==> src/rtl/irqrf_pkg.sv <==
// Package: shared constants for the interrupt routing front end.
// Holds the bus width, word-address width, register word map and the
// identification byte table used by the read path.
package irqrf_pkg;

    localparam int BUS_W  = 32;
    localparam int WORD_W = 10;

    // Register word indices (byte offset / 4)
    localparam logic [WORD_W-1:0] W_IRQ_STAT = 10'h000;
    localparam logic [WORD_W-1:0] W_FIQ_STAT = 10'h001;
    localparam logic [WORD_W-1:0] W_RAW      = 10'h002;
    localparam logic [WORD_W-1:0] W_ROUTE    = 10'h003;
    localparam logic [WORD_W-1:0] W_EN_SET   = 10'h004;
    localparam logic [WORD_W-1:0] W_EN_CLR   = 10'h005;
    localparam logic [WORD_W-1:0] W_SW_SET   = 10'h006;
    localparam logic [WORD_W-1:0] W_SW_CLR   = 10'h007;
    localparam logic [WORD_W-1:0] W_PROT     = 10'h008;

    // Identification block occupies the last eight words
    localparam int ID_IDX_W = 3;
    localparam logic [WORD_W-ID_IDX_W-1:0] ID_BLOCK = '1;

    // Identification byte for a given word inside the block
    function automatic logic [7:0] id_byte(input logic [ID_IDX_W-1:0] idx);
        logic [7:0] b;
        case (idx)
            3'd0:    b = 8'h90;
            3'd1:    b = 8'h11;
            3'd2:    b = 8'h04;
            3'd3:    b = 8'h00;
            3'd4:    b = 8'h0D;
            3'd5:    b = 8'hF0;
            3'd6:    b = 8'h05;
            default: b = 8'hB1;
        endcase
        return b;
    endfunction

endpackage

==> src/rtl/irqrf_regs.sv <==
// Module: irqrf_regs
// Holds the software-visible control state: per-source enable and
// software-request bits (set/clear addressed), the fast-route selector
// and the protection flag.
// Assumes: N_SRC <= BUS_W; write data bit i addresses source i.
module irqrf_regs
    import irqrf_pkg::*;
#(
    parameter int N_SRC = 32
) (
    input  logic              clk,
    input  logic              rst_n,
    input  logic              wr_en,
    input  logic [WORD_W-1:0] wr_word,
    input  logic [BUS_W-1:0]  wdata,
    output logic [N_SRC-1:0]  en_q,
    output logic [N_SRC-1:0]  soft_q,
    output logic [N_SRC-1:0]  sel_q,
    output logic              prot_q
);

    logic en_set, en_clr, sw_set, sw_clr, route_wr, prot_wr;

    // Decode the write strobe into one-hot register actions
    always_comb begin
        en_set   = wr_en && (wr_word == W_EN_SET);
        en_clr   = wr_en && (wr_word == W_EN_CLR);
        sw_set   = wr_en && (wr_word == W_SW_SET);
        sw_clr   = wr_en && (wr_word == W_SW_CLR);
        route_wr = wr_en && (wr_word == W_ROUTE);
        prot_wr  = wr_en && (wr_word == W_PROT);
    end

    for (genvar b = 0; b < N_SRC; b++) begin : g_src
        logic en_b, soft_b;

        // Per-source enable and software-request set/clear cell
        always_ff @(posedge clk) begin
            if (!rst_n) begin
                en_b   <= 1'b0;
                soft_b <= 1'b0;
            end else begin
                if (en_set && wdata[b])
                    en_b <= 1'b1;
                else if (en_clr && wdata[b])
                    en_b <= 1'b0;
                if (sw_set && wdata[b])
                    soft_b <= 1'b1;
                else if (sw_clr && wdata[b])
                    soft_b <= 1'b0;
            end
        end

        assign en_q[b]   = en_b;
        assign soft_q[b] = soft_b;
    end

    // Fast-route selector and protection flag, plain load on write
    always_ff @(posedge clk) begin
        if (!rst_n) begin
            sel_q  <= '0;
            prot_q <= 1'b0;
        end else begin
            if (route_wr)
                sel_q <= wdata[N_SRC-1:0];
            if (prot_wr)
                prot_q <= wdata[0];
        end
    end

endmodule

==> src/rtl/irqrf_route.sv <==
// Module: irqrf_route
// Forms the active, normal-path and fast-path vectors and registers the
// two interrupt outputs and the masked vector.
// Assumes: request inputs are already synchronous to clk.
module irqrf_route #(
    parameter int N_SRC = 32
) (
    input  logic             clk,
    input  logic             rst_n,
    input  logic [N_SRC-1:0] src_req,
    input  logic [N_SRC-1:0] en_q,
    input  logic [N_SRC-1:0] soft_q,
    input  logic [N_SRC-1:0] sel_q,
    output logic [N_SRC-1:0] raw_vec,
    output logic [N_SRC-1:0] irq_vec,
    output logic [N_SRC-1:0] fiq_vec,
    output logic [N_SRC-1:0] irq_pend,
    output logic             irq_out,
    output logic             fiq_out
);

    // Combine request sources and split them by route
    always_comb begin
        raw_vec = src_req | soft_q;
        irq_vec = raw_vec & en_q & ~sel_q;
        fiq_vec = raw_vec & sel_q;
    end

    // Register the outputs so they are glitch-free toward the core
    always_ff @(posedge clk) begin
        if (!rst_n) begin
            irq_pend <= '0;
            irq_out  <= 1'b0;
            fiq_out  <= 1'b0;
        end else begin
            irq_pend <= irq_vec;
            irq_out  <= |irq_vec;
            fiq_out  <= |fiq_vec;
        end
    end

endmodule

==> src/rtl/irqrf_rdmux.sv <==
// Module: irqrf_rdmux
// Selects the addressed register view and registers it onto the read bus.
// Assumes: one read per cycle; idle cycles return zero on the bus.
module irqrf_rdmux
    import irqrf_pkg::*;
#(
    parameter int N_SRC = 32
) (
    input  logic              clk,
    input  logic              rst_n,
    input  logic              rd_en,
    input  logic [WORD_W-1:0] rd_word,
    input  logic [N_SRC-1:0]  raw_vec,
    input  logic [N_SRC-1:0]  irq_vec,
    input  logic [N_SRC-1:0]  fiq_vec,
    input  logic [N_SRC-1:0]  en_q,
    input  logic [N_SRC-1:0]  soft_q,
    input  logic [N_SRC-1:0]  sel_q,
    input  logic              prot_q,
    output logic [BUS_W-1:0]  rdata
);

    logic [BUS_W-1:0] rd_val;

    // Address decode of the readable views
    always_comb begin
        rd_val = '0;
        if (rd_word[WORD_W-1:ID_IDX_W] == ID_BLOCK) begin
            rd_val = BUS_W'(id_byte(rd_word[ID_IDX_W-1:0]));
        end else begin
            case (rd_word)
                W_IRQ_STAT: rd_val = BUS_W'(irq_vec);
                W_FIQ_STAT: rd_val = BUS_W'(fiq_vec);
                W_RAW:      rd_val = BUS_W'(raw_vec);
                W_ROUTE:    rd_val = BUS_W'(sel_q);
                W_EN_SET:   rd_val = BUS_W'(en_q);
                W_SW_SET:   rd_val = BUS_W'(soft_q);
                W_PROT:     rd_val = BUS_W'(prot_q);
                default:    rd_val = '0;
            endcase
        end
    end

    // Register read data; zero when no read was requested
    always_ff @(posedge clk) begin
        if (!rst_n)
            rdata <= '0;
        else if (rd_en)
            rdata <= rd_val;
        else
            rdata <= '0;
    end

endmodule

==> src/rtl/irq_route_front.sv <==
// Module: irq_route_front
// Top of the interrupt source masking and routing front end. It joins the
// control registers, the routing logic and the read multiplexer.
// Assumes: N_SRC <= 32; word-addressed bus with independent read and
// write strobes that may both be high in one cycle.
module irq_route_front
    import irqrf_pkg::*;
#(
    parameter int N_SRC = 32
) (
    input  logic              clk,
    input  logic              rst_n,
    input  logic [N_SRC-1:0]  src_req,
    input  logic              bus_wr,
    input  logic              bus_rd,
    input  logic [WORD_W-1:0] bus_word,
    input  logic [BUS_W-1:0]  bus_wdata,
    output logic [BUS_W-1:0]  bus_rdata,
    output logic              irq_out,
    output logic              fiq_out,
    output logic [N_SRC-1:0]  irq_pend
);

    logic [N_SRC-1:0] en_q, soft_q, sel_q;
    logic             prot_q;
    logic [N_SRC-1:0] raw_vec, irq_vec, fiq_vec;

    irqrf_regs #(.N_SRC(N_SRC)) u_regs (
        .clk     (clk),
        .rst_n   (rst_n),
        .wr_en   (bus_wr),
        .wr_word (bus_word),
        .wdata   (bus_wdata),
        .en_q    (en_q),
        .soft_q  (soft_q),
        .sel_q   (sel_q),
        .prot_q  (prot_q)
    );

    irqrf_route #(.N_SRC(N_SRC)) u_route (
        .clk      (clk),
        .rst_n    (rst_n),
        .src_req  (src_req),
        .en_q     (en_q),
        .soft_q   (soft_q),
        .sel_q    (sel_q),
        .raw_vec  (raw_vec),
        .irq_vec  (irq_vec),
        .fiq_vec  (fiq_vec),
        .irq_pend (irq_pend),
        .irq_out  (irq_out),
        .fiq_out  (fiq_out)
    );

    irqrf_rdmux #(.N_SRC(N_SRC)) u_rdmux (
        .clk     (clk),
        .rst_n   (rst_n),
        .rd_en   (bus_rd),
        .rd_word (bus_word),
        .raw_vec (raw_vec),
        .irq_vec (irq_vec),
        .fiq_vec (fiq_vec),
        .en_q    (en_q),
        .soft_q  (soft_q),
        .sel_q   (sel_q),
        .prot_q  (prot_q),
        .rdata   (bus_rdata)
    );

endmodule

==> config.mk <==
export PLATFORM = sky130hd
export DESIGN_NAME = irq_route_front
export DESIGN_NICKNAME = d
export VERILOG_FILES = /design/src/rtl/irqrf_pkg.sv /design/src/rtl/irqrf_regs.sv /design/src/rtl/irqrf_route.sv /design/src/rtl/irqrf_rdmux.sv /design/src/rtl/irq_route_front.sv
export SDC_FILE = /design/constraint.sdc
export NUM_CORES = 1
export LEC_CHECK = 0
export ABC_AREA = 0
export BUFFER_PORTS_ARGS = -buffer_cell sky130_fd_sc_hd__buf_2
export CAP_MARGIN = 20
export CORE_MARGIN = 1
export CORE_UTILIZATION = 40
export DETAILED_ROUTE_END_ITERATION = 6
export PLACE_DENSITY = 0.68
export SLEW_MARGIN = 20
export SYNTH_ARGS = -nofsm -noshare
export SYNTH_HDL_FRONTEND = slang
export SYNTH_SLANG_ARGS = --single-unit
==> constraint.sdc <==
create_clock -name clk -period 4.7 [get_ports clk]
set_input_delay 0.94 -clock clk [delete_from_list [all_inputs] [get_ports clk]]
set_output_delay 0.94 -clock clk [all_outputs]
set_load 0.005 [all_outputs]
==> flow_summary.json, run 1 <==
{
  "global_route_total_usage_across_every_layer": 0.269,
  "fin_setup_tns_ns": 0,
  "power_frac_seq": 0.457,
  "p_int_mw": 2.29,
  "drtPass1Iterations": 5,
  "num_rows": 50,
  "synth_adder_area_share": 0,
  "globalRoute.totalOverflow": 0,
  "yosys_warnings": 0,
  "worst_min_path_class": "flip-flop to flip-flop",
  "dpl.hpwl_um": 18200,
  "first_global_vias": 7017,
  "root_buffer_selected_by_cts": "clkbuf_16",
  "setup_violations": 0,
  "clockPowerShare": 0.486,
  "cts_sinks": 163,
  "gp_routability_congestion": 0.886,
  "core_um2": 18800,
  "cts_post_setup_buffers_inserted": 0,
  "clk_pin_slew_ns": 0.07,
  "finish.cell_count_without_fillers": 1293,
  "detail_route.iter0.violations": 993,
  "clock.fmax_mhz": 327,
  "drv.max_cap_violation_count": 0,
  "share_comb_of_total_power": 0.057,
  "total_switching_power_mw": 0.728,
  "floorplan.die_area_um2": 19700,
  "cts-resized-gates": 0,
  "crit_path_start_kind": "input port",
  "route.detailed.wl_per_inst_um": 20.4,
  "finish.utilization": 0.490,
  "layout_min_cycle_time_ns": 3.06,
  "yosys_most_used_dff": "dfxtp_1",
  "rsz0062_at_grt": "no",
  "worst_setup_path_end_kind": "flip-flop",
  "worst_ir_drop_vdd_v": 0.000211,
  "cts.hold.buffers_added": 0,
  "mostFrequentLayoutCell": "nand2_1",
  "synth_fp_nets": 1003,
  "floorplan.die.width_um": 140,
  "xor_and_xnor_fraction_of_the_mapped_netlist_area": 0.00114,
  "numCtsBuffers": 17,
  "flow.area_growth_from_synthesis_pct": 19.9,
  "insertedDiodeCount": 0,
  "top_level_ports": 144,
  "synth-async-reset-ratio": 0,
  "muxShareOfSynthArea": 0.00571,
  "insertion_delay_ns": 0.44,
  "critical_path.slowest_cell": "and4_1",
  "largest_family_of_logic_cells_by_synthesized_area": "compound AO/OA/AOI/OAI gates",
  "count_of_different_cell_masters_after_synthesis": 56,
  "initial_utilization": 0.409,
  "grt_pass1_wl_um": 40000,
  "ant_nets": 0,
  "post_drt_via_cell_ratio": 6.02,
  "syn_avg_cell_area_um2": 8.29,
  "netlist_instances": 925,
  "cellPowerDensity_nw_per_um2": 329,
  "cts_tree": "built",
  "grt_start_max_net_pins": 63,
  "crit_path_cell_trace": "buf_2 > clkinv_1 > nor2_1 > and4_1 > buf_4 > nand2_1 > a32o_1",
  "cts_max_path_buffers": 2,
  "timing.critical_path.slowest_cell_delay_ns": 0.58,
  "quantity_of_i_o_buffers_inserted_on_ports": 143,
  "nets": 1124,
  "cp.arrival_ns": 3.39,
  "die_height_um": 140,
  "remaining_drc_errors": 0,
  "synth.cell_area_um2": 7670,
  "timing.final.crit_share": 0.651,
  "synth_enable_flop_cells": 0,
  "grt_antenna_before_repair": 0,
  "ys_seq_elements": 163,
  "tightest_slew_ns": 1.06,
  "status": "finished clean",
  "power_leakage_nw": 3.69,
  "synth_simple_gate_area_frac": 0.239,
  "critPathMaxFanout": 14,
  "routed-via-count": 7779,
  "slew_headroom": 0.290,
  "most-common-layout-cells": "nand2_1 (166), dfxtp_1 (163), buf_2 (142)",
  "place.detailed.instances": 1261,
  "hold_viol_final": 0,
  "synth.yosys.seq_area_share": 0.426,
  "h-tree-depth": 4,
  "switching_share": 0.241,
  "synth_compound_gate_area_share": 0.281,
  "required_ns": 5.03,
  "wirelength_um": 26400,
  "path_class": "input port to flip-flop",
  "fin_skew_ns": 0.0118,
  "fillerInstances": 1804,
  "final_layout_size_suffix_gt1_frac": 0.200,
  "drv_slew": 0
}
==> Yosys cell counts, types with 9 or more instances <==
library cell	n	area [um^2]
nand2_1	166	623
clkbuf_1	33	124
a22oi_1	22	165
o22ai_1	17	106
and2_1	20	125
dfxtp_1	163	3260
nand3_1	9	45.0
o21ai_0	40	200
nor3b_1	21	158
buf_2	19	95.1
a21boi_1	30	225
nor2_1	89	334
inv_1	14	52.6
nor3_1	17	85.1
and3_1	12	75.1
a21o_1	24	180
a32o_1	54	541
a21oi_1	61	305
==> path summary, 6_finish.rpt <==
kind	start	to	slack, ns	cells after the start
worst max-delay path	bus_word[2]	u_regs.g_src[4].en_b	1.64	7
worst min-delay path	u_regs.g_src[15].en_b	u_rdmux.rdata[15]	0.49	2
worst max register to register	u_regs.g_src[9].soft_b	u_route.irq_out	2.79	5
worst min register to register	u_regs.g_src[15].en_b	u_rdmux.rdata[15]	0.49	2
==> worst max-delay path: cells and delay by family <==
family / cells / cell delay [ns]
AND/OR/NAND/NOR: 3 / 1.03
AO/OA/AOI/OAI: 1 / 0.25
buffers and inverters: 3 / 1.15
==> final cells by class <==
| type | count | area [um^2] | area share |
|---|---|---|---|
| multi-input combinational | 683 | 4050 | 0.441 |
| clock inverter | 13 | 175 | 0.0191 |
| clock buffer | 19 | 443 | 0.0482 |
| tap | 234 | 293 | 0.0318 |
| sequential | 163 | 3260 | 0.355 |
| inverter | 16 | 60.1 | 0.00653 |
| timing repair buffer | 165 | 908 | 0.0988 |
==> through the flow <==
stage / setup WS [ns] / hold slack (ns) / power (mW) / cell area [um^2]
after floorplan: 2.06 / 0.444 / 1.49 / 7670
after detailed placement: 1.27 / 0.476 / 1.58 / 8580
after global placement: 1.27 / 0.473 / 1.58 / 8580
after CTS: 1.68 / 0.485 / 3.03 / 9190
final: 1.64 / 0.485 / 3.02 / 9190
after global routing: 1.61 / 0.514 / 3.10 / 9190
==> power groups by stage <==
stage	clock [mW]	sequential (mW)	combinational (mW)
final	1.47	1.38	0.172
after global routing	1.53	1.38	0.185
after CTS	1.48	1.38	0.168
after detailed placement	0	1.41	0.167
after global placement	0	1.41	0.166
after floorplan	0	1.41	0.0796
==> sequential cells by signal, summed over array words and instances, names as in the netlist <==
name	cells
u_rdmux.rdata	32
u_regs.g_src.en_b	32
u_regs.g_src.soft_b	32
u_regs.sel_q	32
u_route.irq_pend	32
u_regs.prot_q	1
u_route.fiq_out	1
u_route.irq_out	1
==> cell families after synthesis <==
logic type | after synthesis
compound gates | 298
xor+xnor | 1
buf+inv | 79
flops | 163
mux | 4
simple gates | 380
==> metal layers <==
layer / share of wire / wire (um) / global-route usage
met5: 0 / 0 / 0
met2: 0.43 / 11300 / 0.407
met1: 0.44 / 11600 / 0.364
met4: 0.039 / 1020 / 0.131
met3: 0.097 / 2580 / 0.0574
(Power assumes the default switching activity.)
==> run 2, diff against run 1 <==
--- a/config.mk
+++ b/config.mk
@@ -11,7 +11,7 @@
 export CORE_MARGIN = 1
 export CORE_UTILIZATION = 40
 export DETAILED_ROUTE_END_ITERATION = 6
-export PLACE_DENSITY = 0.68
+export PLACE_DENSITY = 0.7
 export SLEW_MARGIN = 20
 export SYNTH_ARGS = -nofsm -noshare
 export SYNTH_HDL_FRONTEND = slang
==> constraint.sdc (replaced) <==
create_clock -name clk -period 2.6 [get_ports clk]
set_input_delay 0.52 -clock clk [delete_from_list [all_inputs] [get_ports clk]]
set_output_delay 0.52 -clock clk [all_outputs]
set_load 0.005 [all_outputs]
==> run 2 against run 1 <==
Die area unchanged. Largest power group unchanged. Setup slack got worse by 1.1 ns. Clock-buffer cell count fell by 2. Final area rose by 2.6%. Core utilization rose by 1.3 points. Wire length increased by 0.61%.
==> flow_summary.json, run 2 (synthesis results as in run 1) <==
{
  "power_leakage_nw": 3.82,
  "hold_depth": 2,
  "total_cell_area_at_the_placement_stage_um2": 8810,
  "first_global_vias": 7184,
  "path_class": "input port to flip-flop",
  "fin_setup_tns_ns": 0,
  "cts_sinks": 163,
  "cts_post_setup_buffers_inserted": 0,
  "fin_skew_ns": 0.0125,
  "cts_tree": "built",
  "slew_headroom": 0.279,
  "nets": 1144,
  "grt_antenna_before_repair": 0,
  "dpl.hpwl_um": 18600,
  "h-tree-depth": 4,
  "fillerInstances": 1806,
  "initial_utilization": 0.409,
  "tightest_slew_ns": 1.08,
  "remaining_drc_errors": 0,
  "critPathMaxFanout": 16,
  "clockPowerShare": 0.488,
  "worst_min_path_class": "input port to flip-flop",
  "final_layout_size_suffix_gt1_frac": 0.216,
  "status": "finished clean",
  "cts-resized-gates": 0,
  "insertedDiodeCount": 0,
  "worst_ir_drop_vdd_v": 0.000468,
  "grt_pass1_wl_um": 40600,
  "drv_slew": 0,
  "hold_viol_final": 0,
  "floorplan.die_area_um2": 19700,
  "die_height_um": 140,
  "global_route_total_usage_across_every_layer": 0.272,
  "quantity_of_i_o_buffers_inserted_on_ports": 143,
  "final-seq-area_um2": 3260,
  "mostFrequentLayoutCell": "nand2_1",
  "core_um2": 18800,
  "top_level_ports": 144,
  "route.detailed.wl_per_inst_um": 20.3,
  "power_frac_seq": 0.454,
  "layout.cell_area.non_filler_um2": 9430,
  "cts_max_path_buffers": 2,
  "switching_share": 0.248,
  "routed-via-count": 7901,
  "insertion_delay_ns": 0.45,
  "cts.hold.buffers_added": 0,
  "r2r_cells": 5,
  "detail_route.iter0.violations": 981,
  "clk_pin_slew_ns": 0.07,
  "floorplan.die.width_um": 140,
  "cp.arrival_ns": 2.43,
  "drtPass1Iterations": 7,
  "drv.max_cap_violation_count": 0,
  "most-common-layout-cells": "nand2_1 (166), dfxtp_1 (163), buf_2 (142)",
  "post_drt_via_cell_ratio": 6.02,
  "wirelength_um": 26600,
  "worst_setup_path_end_kind": "flip-flop",
  "flow.area_growth_from_synthesis_pct": 23.0,
  "layout_min_cycle_time_ns": 2.07,
  "setup_violations": 0,
  "p_int_mw": 4.14,
  "rsz0062_at_grt": "no",
  "gp_routability_congestion": 0.921,
  "clock.fmax_mhz": 484,
  "numCtsBuffers": 17,
  "num_rows": 50,
  "timing.final.crit_share": 0.794,
  "total_switching_power_mw": 1.36,
  "required_ns": 2.97,
  "ant_nets": 0,
  "cellPowerDensity_nw_per_um2": 583,
  "share_comb_of_total_power": 0.057,
  "multi_input_gate_area_in_the_final_layout_um2": 4050,
  "globalRoute.totalOverflow": 0,
  "grt_start_max_net_pins": 53,
  "root_buffer_selected_by_cts": "clkbuf_16",
  "crit_path_start_kind": "input port"
}
[run 2: cell count changes in the layout (fill, tap and decap cells not counted), sizes merged]
cell	before	now
clkbuf	19	17
clkinvlp	4	1
buf	165	185
inv	19	23
clkinv	3	4
[run 2: path summary, 6_finish.rpt]
check	start	to	slack, ns
setup / recovery	bus_word[9]	u_rdmux.rdata[24]	0.53
hold / removal	bus_wdata[21]	u_regs.g_src[21].en_b	0.34
setup reg to reg	u_regs.g_src[10].soft_b	u_route.irq_out	0.69
hold reg to reg	u_regs.sel_q[27]	u_regs.sel_q[27]	0.49
[run 2: power groups by stage]
stage	combinational (mW)	clock [mW]	sequential (mW)
after global placement	0.305	0	2.55
after floorplan	0.144	0	2.55
after CTS	0.309	2.70	2.50
final	0.316	2.69	2.50
after detailed placement	0.307	0	2.55
after global routing	0.340	2.81	2.50
[run 2: stage by stage]
stage	utilization	cells	hold WS (ns)	power, mW	setup slack, ns
3_3_place_gp	0.470	1281	0.471	2.86	0.114
6_report	0.503	1313	0.337	5.50	0.535
5_1_grt	0.503	1313	0.346	5.65	0.480
3_5_place_dp	0.470	1281	0.477	2.86	0.0935
2_1_floorplan	-	925	0.444	2.70	0.376
4_1_cts	0.503	1313	0.335	5.51	0.559
[run 2: per-layer routing]
| metal | vias up | GRT usage | part of all wire |
|---|---|---|---|
| met3 | 59 | 0.0568 | 0.093 |
| met5 | - | 0 | 0 |
| met4 | 0 | 0.122 | 0.031 |
| met2 | 471 | 0.418 | 0.45 |
| met1 | 3694 | 0.366 | 0.43 |
| li1 | 3677 | - | - |
[run 2: worst max-delay path: stages]
cell and delay [ns]:
buf_2 0.11, or4_1 0.51, buf_4 0.21, nor2_8 0.14, inv_2 0.07, or3_1 0.46
buf_4 0.25, a21oi_1 0.16
[run 2: layout make-up]
cell class              count  area share
flip-flops and latches    163       0.346
multi-input cells         683       0.430
well taps                 234      0.0310
clock inverters            15      0.0204
clock buffers              17      0.0451
inverters                  16     0.00637
repair buffers            185       0.122
